<file path="src/rtl/sar_seq_pkg.sv">
package sar_seq_pkg;

   typedef enum logic [2:0] {
      ST_OFF,
      ST_IDLE,
      ST_ACQ,
      ST_DISCH,
      ST_BIT,
      ST_LOAD,
      ST_REC
   } seq_state_e;

   // longest automatic acquisition any code can select, in TAD
   localparam int ACQ_MAX_TADS = 20;

   // acquisition length in TAD for each 3-bit code
   function automatic int acq_tads(input logic [2:0] code);
      case (code)
         3'd0:    return 0;
         3'd1:    return 2;
         3'd2:    return 4;
         3'd3:    return 6;
         3'd4:    return 8;
         3'd5:    return 12;
         3'd6:    return 16;
         default: return ACQ_MAX_TADS;
      endcase
   endfunction

endpackage

</file>
<file path="src/rtl/sar_tad_counter.sv">
// Down-counter in TAD units, shared by acquisition and recovery phases.
module sar_tad_counter #(
   parameter int CNT_W = 5
) (
   input  logic             clk,
   input  logic             rst,
   input  logic             load,
   input  logic [CNT_W-1:0] load_val,
   input  logic             tick,
   output logic             last
);

   logic [CNT_W-1:0] cnt_q;

   always_ff @(posedge clk) begin
      if (rst)
         cnt_q <= '0;
      else if (load)
         cnt_q <= load_val;
      else if (tick && (cnt_q != '0))
         cnt_q <= cnt_q - 1'b1;
   end

   assign last = (cnt_q == CNT_W'(1));

endmodule

</file>
<file path="src/rtl/sar_trial_reg.sv">
// Successive-approximation register: bit pointer plus decided bits.
module sar_trial_reg #(
   parameter int RES_W = 10
) (
   input  logic             clk,
   input  logic             rst,
   input  logic             clear,
   input  logic             step,
   input  logic             cmp_ge,
   output logic [RES_W-1:0] trial,
   output logic [RES_W-1:0] decided,
   output logic             last
);

   localparam int IDX_W = (RES_W > 1) ? $clog2(RES_W) : 1;
   localparam logic [IDX_W-1:0] IDX_TOP = IDX_W'(RES_W - 1);

   logic [IDX_W-1:0] idx_q;
   logic [RES_W-1:0] sel;

   always_ff @(posedge clk) begin
      if (rst || clear)
         idx_q <= IDX_TOP;
      else if (step && (idx_q != '0))
         idx_q <= idx_q - 1'b1;
   end

   for (genvar i = 0; i < RES_W; i++) begin : g_bit
      assign sel[i] = (idx_q == IDX_W'(i));

      always_ff @(posedge clk) begin
         if (rst || clear)
            decided[i] <= 1'b0;
         else if (step && sel[i] && cmp_ge)
            decided[i] <= 1'b1;
      end
   end

   assign trial = decided | sel;
   assign last  = sel[0];

endmodule

</file>
<file path="src/rtl/sar_result_reg.sv">
// Result register and sticky completion flag.
module sar_result_reg #(
   parameter int RES_W = 10
) (
   input  logic             clk,
   input  logic             rst,
   input  logic             load,
   input  logic [RES_W-1:0] load_val,
   input  logic             sw_wr,
   input  logic [RES_W-1:0] sw_val,
   input  logic             flag_clr,
   output logic [RES_W-1:0] result,
   output logic             flag
);

   always_ff @(posedge clk) begin
      if (rst) begin
         result <= '0;
         flag   <= 1'b0;
      end else begin
         if (load)
            result <= load_val;
         else if (sw_wr)
            result <= sw_val;

         if (load)
            flag <= 1'b1;
         else if (flag_clr)
            flag <= 1'b0;
      end
   end

endmodule

</file>
<file path="src/rtl/sar_seq.sv">
module sar_seq
   import sar_seq_pkg::*;
#(
   parameter int RES_W    = 10,
   parameter int REC_TADS = 2
) (
   input  logic             clk,
   input  logic             rst,
   input  logic             ctrl_wr,
   input  logic             ctrl_en,
   input  logic             ctrl_go,
   input  logic [2:0]       acq_code,
   input  logic             tad_tick,
   input  logic             cmp_ge,
   input  logic             res_wr,
   input  logic [RES_W-1:0] res_wdata,
   input  logic             flag_clr,
   output logic             sample,
   output logic             discharge,
   output logic [RES_W-1:0] dac_code,
   output logic [RES_W-1:0] result,
   output logic             busy,
   output logic             flag
);

   localparam int CNT_MAX = (ACQ_MAX_TADS > REC_TADS) ? ACQ_MAX_TADS : REC_TADS;
   localparam int CNT_W   = $clog2(CNT_MAX + 1);
   localparam logic [CNT_W-1:0] REC_VAL = CNT_W'(REC_TADS);

   if (RES_W < 2) begin : g_bad_res
      $error("sar_seq: RES_W must be at least 2");
   end
   if (REC_TADS < 1) begin : g_bad_rec
      $error("sar_seq: REC_TADS must be at least 1");
   end

   seq_state_e       state_q, state_d;
   logic             go_q, go_d;
   logic             en_q, en_d;
   logic             cnt_load;
   logic [CNT_W-1:0] cnt_val;
   logic             cnt_last;
   logic [CNT_W-1:0] acq_n;
   logic [RES_W-1:0] trial;
   logic [RES_W-1:0] decided;
   logic             bit_last;
   logic             in_bit;
   logic             in_load;

   assign acq_n   = CNT_W'(acq_tads(acq_code));
   assign in_bit  = (state_q == ST_BIT);
   assign in_load = (state_q == ST_LOAD);

   always_comb begin
      state_d  = state_q;
      go_d     = go_q;
      en_d     = en_q;
      cnt_load = 1'b0;
      cnt_val  = '0;

      // sequencing on TAD ticks (load cycle runs on the system clock)
      case (state_q)
         ST_IDLE: begin
            if (go_q && tad_tick) begin
               if (acq_n == '0) begin
                  state_d = ST_DISCH;
               end else begin
                  state_d  = ST_ACQ;
                  cnt_load = 1'b1;
                  cnt_val  = acq_n;
               end
            end
         end
         ST_ACQ:   if (tad_tick && cnt_last) state_d = ST_DISCH;
         ST_DISCH: if (tad_tick) state_d = ST_BIT;
         ST_BIT:   if (tad_tick && bit_last) state_d = ST_LOAD;
         ST_LOAD: begin
            state_d  = ST_REC;
            go_d     = 1'b0;
            cnt_load = 1'b1;
            cnt_val  = REC_VAL;
         end
         ST_REC:   if (tad_tick && cnt_last) state_d = ST_IDLE;
         default: ;
      endcase

      // software control writes override the sequencing
      if (ctrl_wr) begin
         en_d = ctrl_en;
         if (!ctrl_en) begin
            state_d = ST_OFF;
            go_d    = 1'b0;
         end else if (!en_q) begin
            state_d = ST_IDLE;
         end else if (ctrl_go) begin
            if ((state_q == ST_IDLE) && !go_q)
               go_d = 1'b1;
         end else if (go_q && !in_load) begin
            go_d     = 1'b0;
            state_d  = ST_REC;
            cnt_load = 1'b1;
            cnt_val  = REC_VAL;
         end
      end
   end

   always_ff @(posedge clk) begin
      if (rst) begin
         state_q <= ST_OFF;
         go_q    <= 1'b0;
         en_q    <= 1'b0;
      end else begin
         state_q <= state_d;
         go_q    <= go_d;
         en_q    <= en_d;
      end
   end

   sar_tad_counter #(.CNT_W(CNT_W)) u_cnt (
      .clk      (clk),
      .rst      (rst),
      .load     (cnt_load),
      .load_val (cnt_val),
      .tick     (tad_tick),
      .last     (cnt_last)
   );

   sar_trial_reg #(.RES_W(RES_W)) u_trial (
      .clk     (clk),
      .rst     (rst),
      .clear   (state_q == ST_DISCH),
      .step    (in_bit && tad_tick),
      .cmp_ge  (cmp_ge),
      .trial   (trial),
      .decided (decided),
      .last    (bit_last)
   );

   sar_result_reg #(.RES_W(RES_W)) u_res (
      .clk      (clk),
      .rst      (rst),
      .load     (in_load),
      .load_val (decided),
      .sw_wr    (res_wr),
      .sw_val   (res_wdata),
      .flag_clr (flag_clr),
      .result   (result),
      .flag     (flag)
   );

   assign sample    = (state_q == ST_IDLE) || (state_q == ST_ACQ);
   assign discharge = (state_q == ST_DISCH);
   assign dac_code  = in_bit ? trial : '0;
   assign busy      = go_q;

endmodule

</file>
<file path="config.mk">
export PLATFORM = sky130hd
export DESIGN_NAME = sar_seq
export DESIGN_NICKNAME = d
export VERILOG_FILES = /design/src/rtl/sar_seq_pkg.sv /design/src/rtl/sar_tad_counter.sv /design/src/rtl/sar_trial_reg.sv /design/src/rtl/sar_result_reg.sv /design/src/rtl/sar_seq.sv
export SDC_FILE = /design/constraint.sdc
export NUM_CORES = 1
export LEC_CHECK = 0
export BUFFER_PORTS_ARGS = -buffer_cell sky130_fd_sc_hd__buf_2
export CAP_MARGIN = 20
export CORE_ASPECT_RATIO = 1.4
export CORE_UTILIZATION = 55
export CTS_BUF_LIST = sky130_fd_sc_hd__clkbuf_8
export CTS_CLUSTER_SIZE = 10
export DETAILED_ROUTE_END_ITERATION = 8
export HOLD_SLACK_MARGIN = 0.05
export PLACE_DENSITY = 0.82
export SETUP_SLACK_MARGIN = 0.4
export SLEW_MARGIN = 20
export SYNTH_ARGS = -nofsm -noshare
export SYNTH_HDL_FRONTEND = slang
export SYNTH_HIERARCHICAL = 1
export SYNTH_SLANG_ARGS = --single-unit
</file>
<file path="constraint.sdc">
create_clock -name clk -period 4.01 [get_ports clk]
set_input_delay 0.401 -clock clk [delete_from_list [all_inputs] [get_ports clk]]
set_output_delay 0.401 -clock clk [all_outputs]
set_load 0.02 [all_outputs]
</file>
==> results of run 1 <==
==> power by group through the flow <==
stage	combinational [mW]	clock, mW	sequential (mW)
after global routing	0.187	0.278	0.400
after detailed placement	0.168	0	0.404
after global placement	0.163	0	0.403
final	0.169	0.257	0.397
after CTS	0.168	0.263	0.396
after floorplan	0.127	0	0.406
==> flip-flops by register name, summed over array words and instances (netlist names) <==
signal and count:
u_res/result 10, busy 1, state_q 3, u_cnt/cnt_q 5, u_res/flag 1, en_q 1
u_trial/idx_q 4, u_trial/decided 10
==> area by class of cell <==
cell class	instances	area, µm²	area share [%]
multi-input combinational	172	1200	51.9
sequential	35	701	30.2
timing repair buffer	45	225	9.71
clock buffer	6	82.6	3.56
inverter	14	52.6	2.27
tap	40	50.0	2.16
clock inverter	1	5.00	0.216
==> per-layer routing <==
layer / share of wire, % / track usage (%) / vias to the layer above
met5: 0 / 0 / -
met4: 0.92 / 6.14 / 0
met2: 49 / 39.4 / 44
met3: 4.6 / 6.83 / 5
met1: 45 / 28.4 / 831
li1: - / - / 913
==> cells by family (layout without fill, tap and decap cells) <==
family / Yosys count / count (layout) / share of synthesized area (%)
AO/OA/AOI/OAI: 63 / 63 / 23.4
adder cells (fa/ha/maj): 7 / 7 / 4.33
buffers and inverters: 27 / 66 / 5.76
flip-flops: 35 / 35 / 34.7
multiplexers: 12 / 12 / 5.94
other: 1 / 1 / 0.186
AND/OR/NAND/NOR: 89 / 89 / 25.7
==> worst max-delay path by stage <==
stage               startpoint               end  slack (ns)
CTS                 state_q[2]  u_trial/idx_q[3]        1.53
global route        state_q[2]  u_trial/idx_q[3]        1.29
finish              state_q[2]  u_trial/idx_q[3]        1.50
detailed placement  state_q[2]  u_trial/idx_q[3]        1.54
floorplan           state_q[2]  u_trial/idx_q[3]        1.99
global placement    state_q[2]  u_trial/idx_q[3]        1.59
==> worst max-delay path: stages, from the launching register on <==
cell,delay (ns)
dfxtp_1,0.48
nor3b_1,0.76
and2_1,0.37
or4b_1,0.49
a211o_1,0.31
==> synth_stat cells, types with 2 or more instances <==
library cell	number	area [µm²]
a211oi_1	9	67.6
and3_1	4	25.0
buf_2	2	10.0
and2_1	13	81.3
or3_1	2	12.5
mux2i_1	12	120
nand4b_1	3	26.3
o211a_1	2	20.0
a31oi_1	3	18.8
a311oi_1	2	17.5
nor2_1	17	63.8
or4b_1	2	20.0
nand2_1	12	45.0
and3b_1	2	17.5
nor3_1	5	25.0
ha_1	7	87.6
inv_1	14	52.6
a21o_1	10	75.1
clkbuf_1	7	26.3
nand2b_1	3	18.8
o21ai_0	4	20.0
o311ai_0	2	17.5
nand3_1	3	15.0
a21oi_1	15	75.1
nor2b_1	13	81.3
nor4b_1	2	17.5
dfxtp_1	35	701
a2111oi_2	3	45.0
==> per-stage QoR <==
| step | util, % | total power, mW | worst slack [ns] | hold WS [ns] | instances |
|---|---|---|---|---|---|
| 6_report | 67.4 | 0.823 | 1.50 | 0.384 | 313 |
| 5_1_grt | 67.4 | 0.865 | 1.29 | 0.380 | 313 |
| 4_1_cts | 67.4 | 0.827 | 1.53 | 0.372 | 313 |
| 3_5_place_dp | 64.9 | 0.572 | 1.54 | 0.470 | 306 |
| 3_3_place_gp | 64.9 | 0.566 | 1.59 | 0.458 | 306 |
| 2_1_floorplan | - | 0.533 | 1.99 | 0.450 | 234 |
==> impl_metrics.toml, run 1 <==
[floorplan]
core_mm2 = 0.00344
initial_core_util_pct = 58.7
pin_count = 46
die_h_um = 73.7
die_w_um = 53.2
num_rows = 25
fp.dieArea_mm2 = 0.00392

[clocking]
ctsHtreeMaxLevel = 2
cts-root-buf = "clkbuf_8"
cts_tree = "yes"
ctsHoldBuffers = 0
clk_latency_ns = 0.29
cts_buffers = 5
clock_path_buffers = 2
cts_sinks = 35
postCtsSetupBuffers = 0
cts.clk_slew.worst_paths_ns = 0.07
post_cts_resized = 0

[power]
power_density_mw_per_mm2 = 355
p_comb_share_pct = 20.6
internal_power_mw = 0.580
power.share.switching_pct = 29.5
p_seq_share_pct = 48.2
clkPwrFrac_pct = 31.2
power.switching_mw = 0.243
p_leak_nw = 1.15
vdd_drop_max_v = 0.000320

[layout]
layout_common_cells = "buf_2, dfxtp_1, nor2_1"
layout_commonest_cell = "buf_2"
area_growth_pct = 14.8
diodes = 0
nNetsFinal = 302
drive_gt1_share_pct = 22.0
fin_area_mm2 = 0.00232
fill_cells = 308

[detailed_routing]
drc_errors = 0
viasPerCell = 5.73
dr.pass1.iters = 5
wire_per_inst_um = 13.5
route.vias.total = 1793
drt_wl_total_mm = 4.24
antenna_left = 0
initialDrtViolationCount = 87

[placed_design]
numPortBuffers = 45
gp_congestion = 0.866
placed_cell_area_mm2 = 0.00223
dpl.hpwl_mm = 3.13

[worst_hold_path]
hold_depth = 3
min_path_type = "input port to flop"
hold_path.startpoint = "flag_clr"
holdPathEnd = "u_res/flag"

[worst_setup_path]
cp_data_required_time_ns = 4.19
arrival_ns = 2.69
worstPathMaxFanout = 12
reg2reg_slack_ns = 1.50
r2r.worst_path.cells = 4
worst_r2r_endpoint = "u_trial/idx_q[3]"
r2r_start = "state_q[2]"
end_kind = "flop"
crit_type = "flop to flop"
start_kind = "flop"

[global_route]
grt_pass1_vias = 1604
grt_max_degree = 29
grt_pass1_wl_mm = 6.82
grt_use_total_pct = 23.4
antenna_found_initial = 0
grt_overflow = 0

[logic_synthesis]
synth_edf_count = 0
synth_area_mm2 = 0.00202
netlist_instances = 234
synth.avg_cell_area_um2 = 8.64
ys_async_sr_fraction_pct = 0
synth-seq-area-share_pct = 34.7
ys_warn_count = 6
synth_ff_type = "dfxtp_1"
ys_seq_elements = 35
synthesis.nets = 263
yosysUniqueCellTypes = 54

[sta]
setup_tns_ns = 0
period_share_pct = 62.6
fin_crit_ns = 2.51
rsz0062_at_grt = "no"
finalMaxSlewViolations = 0
slew_headroom_pct = 41.1
worstMarginPinSlew_ns = 0.881
max_freq_ghz = 0.399
hold_viol_final = 0
setup_viol = 0
clock_skew_ns = 0.00512

[flow_run]
drv_cap = 0

[outcome]
outcome = "completed"
Power figures use the tool's default switching activity.
==> inputs of run 2 (changes only) <==
ABC_AREA = 1   (was not set)
PLACE_DENSITY = 0.81   (was 0.82)
clock period = 2.6 ns   (was 4.01 ns; I/O delays follow)
==> run 2 against run 1 <==
Core utilization grew 1.4 points. Final area up 11%. Sequential cell count did not move. Worst hold slack got worse by 0.17 ns. Worst setup slack got worse by 0.75 ns. Global-route usage up 0.49 points. Die area is 9.2% higher. Clock power up 98%. Largest power group unchanged. Non-clock buffer count up 2. Synthesized area increased by 9.5%. Power grew 70%.
==> impl_metrics.toml, run 2 <==
[outcome]
outcome = "completed"

[worst_setup_path]
reg2reg_slack_ns = 0.81
end_kind = "output pin"
crit_type = "flop to output pin"
r2r.worst_path.cells = 10
r2r_start = "state_q[1]"
cp-startpoint = "u_trial/idx_q[0]"
worstPathMaxFanout = 6
endpoint = "dac_code[0]"
cp_data_required_time_ns = 2.34
start_kind = "flop"
arrival_ns = 1.59
worst_r2r_endpoint = "u_cnt/cnt_q[3]"

[layout]
final_core_util_pct = 68.8
nNetsFinal = 420
top_regs = "u_res/result: 10 flops, u_trial/decided: 10 flops, u_cnt/cnt_q: 5 flops"
area_growth_pct = 16.3
final_cells = 434
layout_commonest_cell = "nand2_1"
diodes = 0
layout_common_cells = "nand2_1, inv_1, buf_2"
fill_cells = 341
drive_gt1_share_pct = 23.2

[clocking]
ctsHtreeMaxLevel = 2
cts.clk_slew.worst_paths_ns = 0.07
clk_latency_ns = 0.28
cts_buffers = 5
cts-root-buf = "clkbuf_8"
post_cts_resized = 0
cts_sinks = 35
clock_path_buffers = 2
postCtsSetupBuffers = 0
ctsHoldBuffers = 0
cts_tree = "yes"

[floorplan]
initial_core_util_pct = 59.2
core_mm2 = 0.00374
fp.dieArea_mm2 = 0.00429
pin_count = 46
die_w_um = 55.6
num_rows = 26
die_h_um = 77.1

[sta]
setup_tns_ns = 0
clock_skew_ns = 0.00382
hold_viol_final = 0
rsz0062_at_grt = "no"
fin_crit_ns = 1.85
max_freq_ghz = 0.541
timing.hold.ws_ns = 0.217
setup_viol = 0
finalMaxSlewViolations = 0
period_share_pct = 71.1

[placed_design]
numPortBuffers = 45
post-place-cells = 426
dpl.hpwl_mm = 3.85
gp_congestion = 0.929

[logic_synthesis]
netlist_instances = 343
yosysUniqueCellTypes = 28
synth_ff_type = "dfxtp_1"
synth.avg_cell_area_um2 = 6.45
yosysTopAreaCell = "dfxtp_1"
ys_seq_elements = 35
synth-seq-area-share_pct = 31.7
synth.top_cell.area_share_pct = 31.7
yosysMostFrequentCell = "nand2_1"
synth_common_cells = "nand2_1, inv_1, dfxtp_1"
ys_async_sr_fraction_pct = 0
synth_area_leaders = "dfxtp_1, nand2_1, inv_1"
synth_area_mm2 = 0.00221
synth_edf_count = 0
synthesis.nets = 372
ys_warn_count = 6

[power]
vdd_drop_max_v = 0.000556
p_total_mw = 1.40
p_leak_nw = 1.33
power_density_mw_per_mm2 = 543

[detailed_routing]
route.vias.total = 2197
antenna_left = 0
initialDrtViolationCount = 64
wire_per_inst_um = 11.1
viasPerCell = 5.06
dr.pass1.iters = 4
drc_errors = 0
drt_wl_total_mm = 4.83

[global_route]
grt_pass1_wl_mm = 8.35
grt_max_degree = 16
grt_pass1_vias = 2076
grt_use_total_pct = 23.9
antenna_found_initial = 0
grt_overflow = 0

[worst_hold_path]
min_path_type = "input port to flop"

[flow_run]
drv_cap = 0
## run 2: cell count changes in the layout (fill, tap and decap cells not counted), moves of 11 or more
cell / change
nand3_1: +31
inv_1: +35
nor2b_1: -13
nand2_1: +92
and2_1: -13
mux2i_1: -11
nand4_1: +11
## run 2: power breakdown
group | switching, mW | internal [mW]
Combinational | 0.180 | 0.116
Clock | 0.197 | 0.310
Sequential | 0.0287 | 0.566
## run 2: area by class of cell
class	instances	area [µm²]	share of cell area (%)
repair buffers	47	240	9.33
multi-input cells	244	1240	48.4
clock buffers	6	82.6	3.21
well taps	42	52.6	2.04
clock inverters	2	35.0	1.36
inverters	58	218	8.46
flip-flops and latches	35	701	27.2
## run 2: how the worst min path moves through the flow
stage               start          to  slack (ns)  cells past startpoint
2_1_floorplan         rst  state_q[0]        0.32                      1
3_3_place_gp   u_res/flag  u_res/flag        0.45                      2
3_5_place_dp   u_res/flag  u_res/flag        0.46                      2
4_1_cts          flag_clr  u_res/flag        0.22                      4
5_1_grt          flag_clr  u_res/flag        0.25                      4
6_report         flag_clr  u_res/flag        0.22                      4
## run 2: per-layer routing
metal | global-route usage [%] | vias up | share of wire (%) | routed length [µm]
met5 | 0 | - | 0 | 0
met4 | 9.00 | 0 | 1.7 | 81
met3 | 4.05 | 9 | 3.8 | 183
met2 | 47.8 | 50 | 55 | 2660
met1 | 23.6 | 965 | 39 | 1900
li1 | - | 1173 | - | -
## run 2: logic make-up after synthesis
group                    share of synthesized area, %
multiplexers                                    0.452
buffers and inverters                            12.1
other                                           0.169
XOR/XNOR                                        0.396
AO/OA/AOI/OAI                                    8.03
adder cells (fa/ha/maj)                          3.96
AND/OR/NAND/NOR                                  43.2
flip-flops                                       31.7
## run 2: per-stage QoR
stage	instance area (µm²)	worst slack (ns)
finish	2570	0.750
global route	2570	0.565
CTS	2570	0.734
detailed placement	2460	0.863
global placement	2460	0.947
floorplan	2210	1.09
## run 2: critical path: stages, from the launching register on
cell     delay (ns)
dfxtp_1        0.34
inv_1          0.18
ha_1           0.32
nand2_2        0.11
nand2_1        0.07
inv_1          0.04
nor2_1         0.08
buf_2          0.16
==> inputs of run 3 (changes only) <==
ABC_AREA = 0   (was 1)
CORE_UTILIZATION = 50   (was 55)
PLACE_DENSITY = 0.79   (was 0.81)
clock period = 1.6 ns   (was 2.6 ns; I/O delays follow)
==> run 3 against run 2 <==
The flow now finishes with violations (negative setup slack). Critical path depth decreased by 1. Combinational power increased to 3.2 times the previous value. Final area increased by 32%. Register-to-register slack got worse by 1.0 ns. Clock skew increased by 0.0047 ns. Sequential power increased by 64%. Die area increased by 0.41%. Via count increased by 7.0%. Final cell count decreased by 14%. First-iteration DRC count increased by 140%. Critical path type is now flop to flop. Critical endpoint is now u_trial/idx_q[3]. Largest cell class unchanged. Largest power group unchanged.
==> impl_metrics.toml, run 3 (synthesis results as in run 1) <==
[outcome]
outcome = "finished with violations"
violations = "negative setup slack"

[placed_design]
gp_congestion = 0.904
dpl.hpwl_mm = 3.68
post-place-cells = 338
numPortBuffers = 45
place_ws_ns = -0.0673
placed_cell_area_mm2 = 0.00257

[clocking]
cts-root-buf = "clkbuf_8"
ctsHtreeMaxLevel = 2
cts_buffers = 5
cts_tree = "yes"
cts_sinks = 35
clk_latency_ns = 0.31
clock_path_buffers = 2
cts.clk_slew.worst_paths_ns = 0.08

[sta]
finalMaxSlewViolations = 0
setup_tns_ns = -1.84
worstMarginPinSlew_ns = 0.670
slew_headroom_pct = 54.7
setup_viol = 23
clock_skew_ns = 0.00856
max_freq_ghz = 0.550
fin_crit_ns = 1.82
fin_ws_ns = -0.220
hold_viol_final = 0
rsz0062_at_grt = "yes"
timing.hold.ws_ns = 0.133
period_share_pct = 114

[global_route]
grt_max_degree = 16
grt_use_total_pct = 30.6
grt_pass1_vias = 2121
grt_overflow = 0
antenna_found_initial = 0
grt_pass1_wl_mm = 10.2

[worst_hold_path]
hold_depth = 3
hold_path.startpoint = "flag_clr"
holdPathEnd = "u_res/flag"
min_path_type = "input port to flop"

[layout]
diodes = 0
drive_gt1_share_pct = 61.4
fin_area_mm2 = 0.00341
nNetsFinal = 357
top_regs = "u_res/result: 10 flops, u_trial/decided: 10 flops, u_cnt/cnt_q: 5 flops"
final_cells = 372
layout_commonest_cell = "buf_2"
area_growth_pct = 68.5
final_core_util_pct = 87.7
layout_common_cells = "buf_2, buf_4, buf_6"

[detailed_routing]
initialDrtViolationCount = 155
drt_wl_total_mm = 8.24
wire_per_inst_um = 22.1
antenna_left = 0
viasPerCell = 6.32
route.vias.total = 2350
dr.pass1.iters = 6
drc_errors = 0

[worst_setup_path]
cp_data_required_time_ns = 1.85
end_kind = "flop"
start_kind = "flop"
r2r_start = "state_q[1]"
critPathTopFamily = "simple AND/OR/NAND/NOR gates"
worst-path-buf-inv = 1
reg2reg_slack_ns = -0.22
slowest_stage = "or4b_4"
r2r.worst_path.cells = 6
worst_r2r_endpoint = "u_trial/idx_q[3]"
arrival_ns = 2.07
worstPathMaxFanout = 4
worstPathCellList = "buf_6 -> nor3b_4 -> and2_4 -> or4b_4 -> nor3_1 -> a211o_1"
crit_type = "flop to flop"
max_stage_delay_ns = 0.48

[power]
p_total_mw = 2.60
vdd_drop_max_v = 0.000978
power_density_mw_per_mm2 = 765
p_leak_nw = 1.52

[floorplan]
die_w_um = 55.7
initial_core_util_pct = 52.0
num_rows = 27
pin_count = 46
core_mm2 = 0.00388
die_h_um = 77.2
fp.dieArea_mm2 = 0.00430

[flow_run]
drv_cap = 0
==> run 3: cell types whose count changed in the layout (fill, tap and decap cells not counted), moves of 13 or more <==
cell / delta
nand3_1: -32
buf_6: +25
nand2_1: -95
inv_1: -43
a21oi_1: -18
buf_4: +32
nor2_1: -13
==> run 3: worst max-delay path by stage <==
stage | cells after the start | startpoint | slack (ns) | end
after floorplan | 6 | state_q[2] | -0.16 | u_trial/idx_q[3]
after global placement | 5 | u_cnt/cnt_q[0] | -0.05 | u_cnt/cnt_q[0]
after detailed placement | 5 | u_cnt/cnt_q[1] | -0.07 | u_cnt/cnt_q[0]
after CTS | 6 | u_trial/idx_q[0] | -0.09 | dac_code[0]
after global routing | 6 | state_q[1] | -0.26 | u_trial/idx_q[3]
final | 6 | state_q[1] | -0.22 | u_trial/idx_q[3]
==> run 3: cell type report <==
class / count / area, µm²
Tap cell: 43 / 53.8
Inverter: 14 / 80.1
Sequential cell: 35 / 722
Clock inverter: 3 / 18.8
Multi-Input combinational cell: 172 / 1640
Clock buffer: 5 / 68.8
Timing Repair Buffer: 99 / 802
Fill cell: 178 / 479
Timing Repair inverter: 1 / 16.3
==> run 3: layer usage <==
layer,vias to the layer above,track usage [%],routed length [µm]
met5,-,0,0
met2,139,56.6,4390
li1,1031,-,-
met3,48,5.90,553
met4,0,12.5,444
met1,1132,33.4,2850
==> run 3: report_power, final <==
part | switching [mW] | internal, mW | total (mW)
registers | 0.0434 | 0.934 | 0.977
logic | 0.497 | 0.456 | 0.952
clock network | 0.370 | 0.304 | 0.674
==> run 3: repair_timing <==
item                       CTS  global route
buffers inserted            13            10
setup endpoints to repair   46            46
resized for setup           76            54
pin swaps                   28            24
hold buffers                 0             0
gates cloned                 0             3
==> run 3: worst min-delay path: cells and delay by family <==
family / cells / cell delay, ns
AOI/OAI and AO/OA: 1 / 0.05
buffers and inverters: 1 / 0.07
and+or+nand+nor: 1 / 0.11
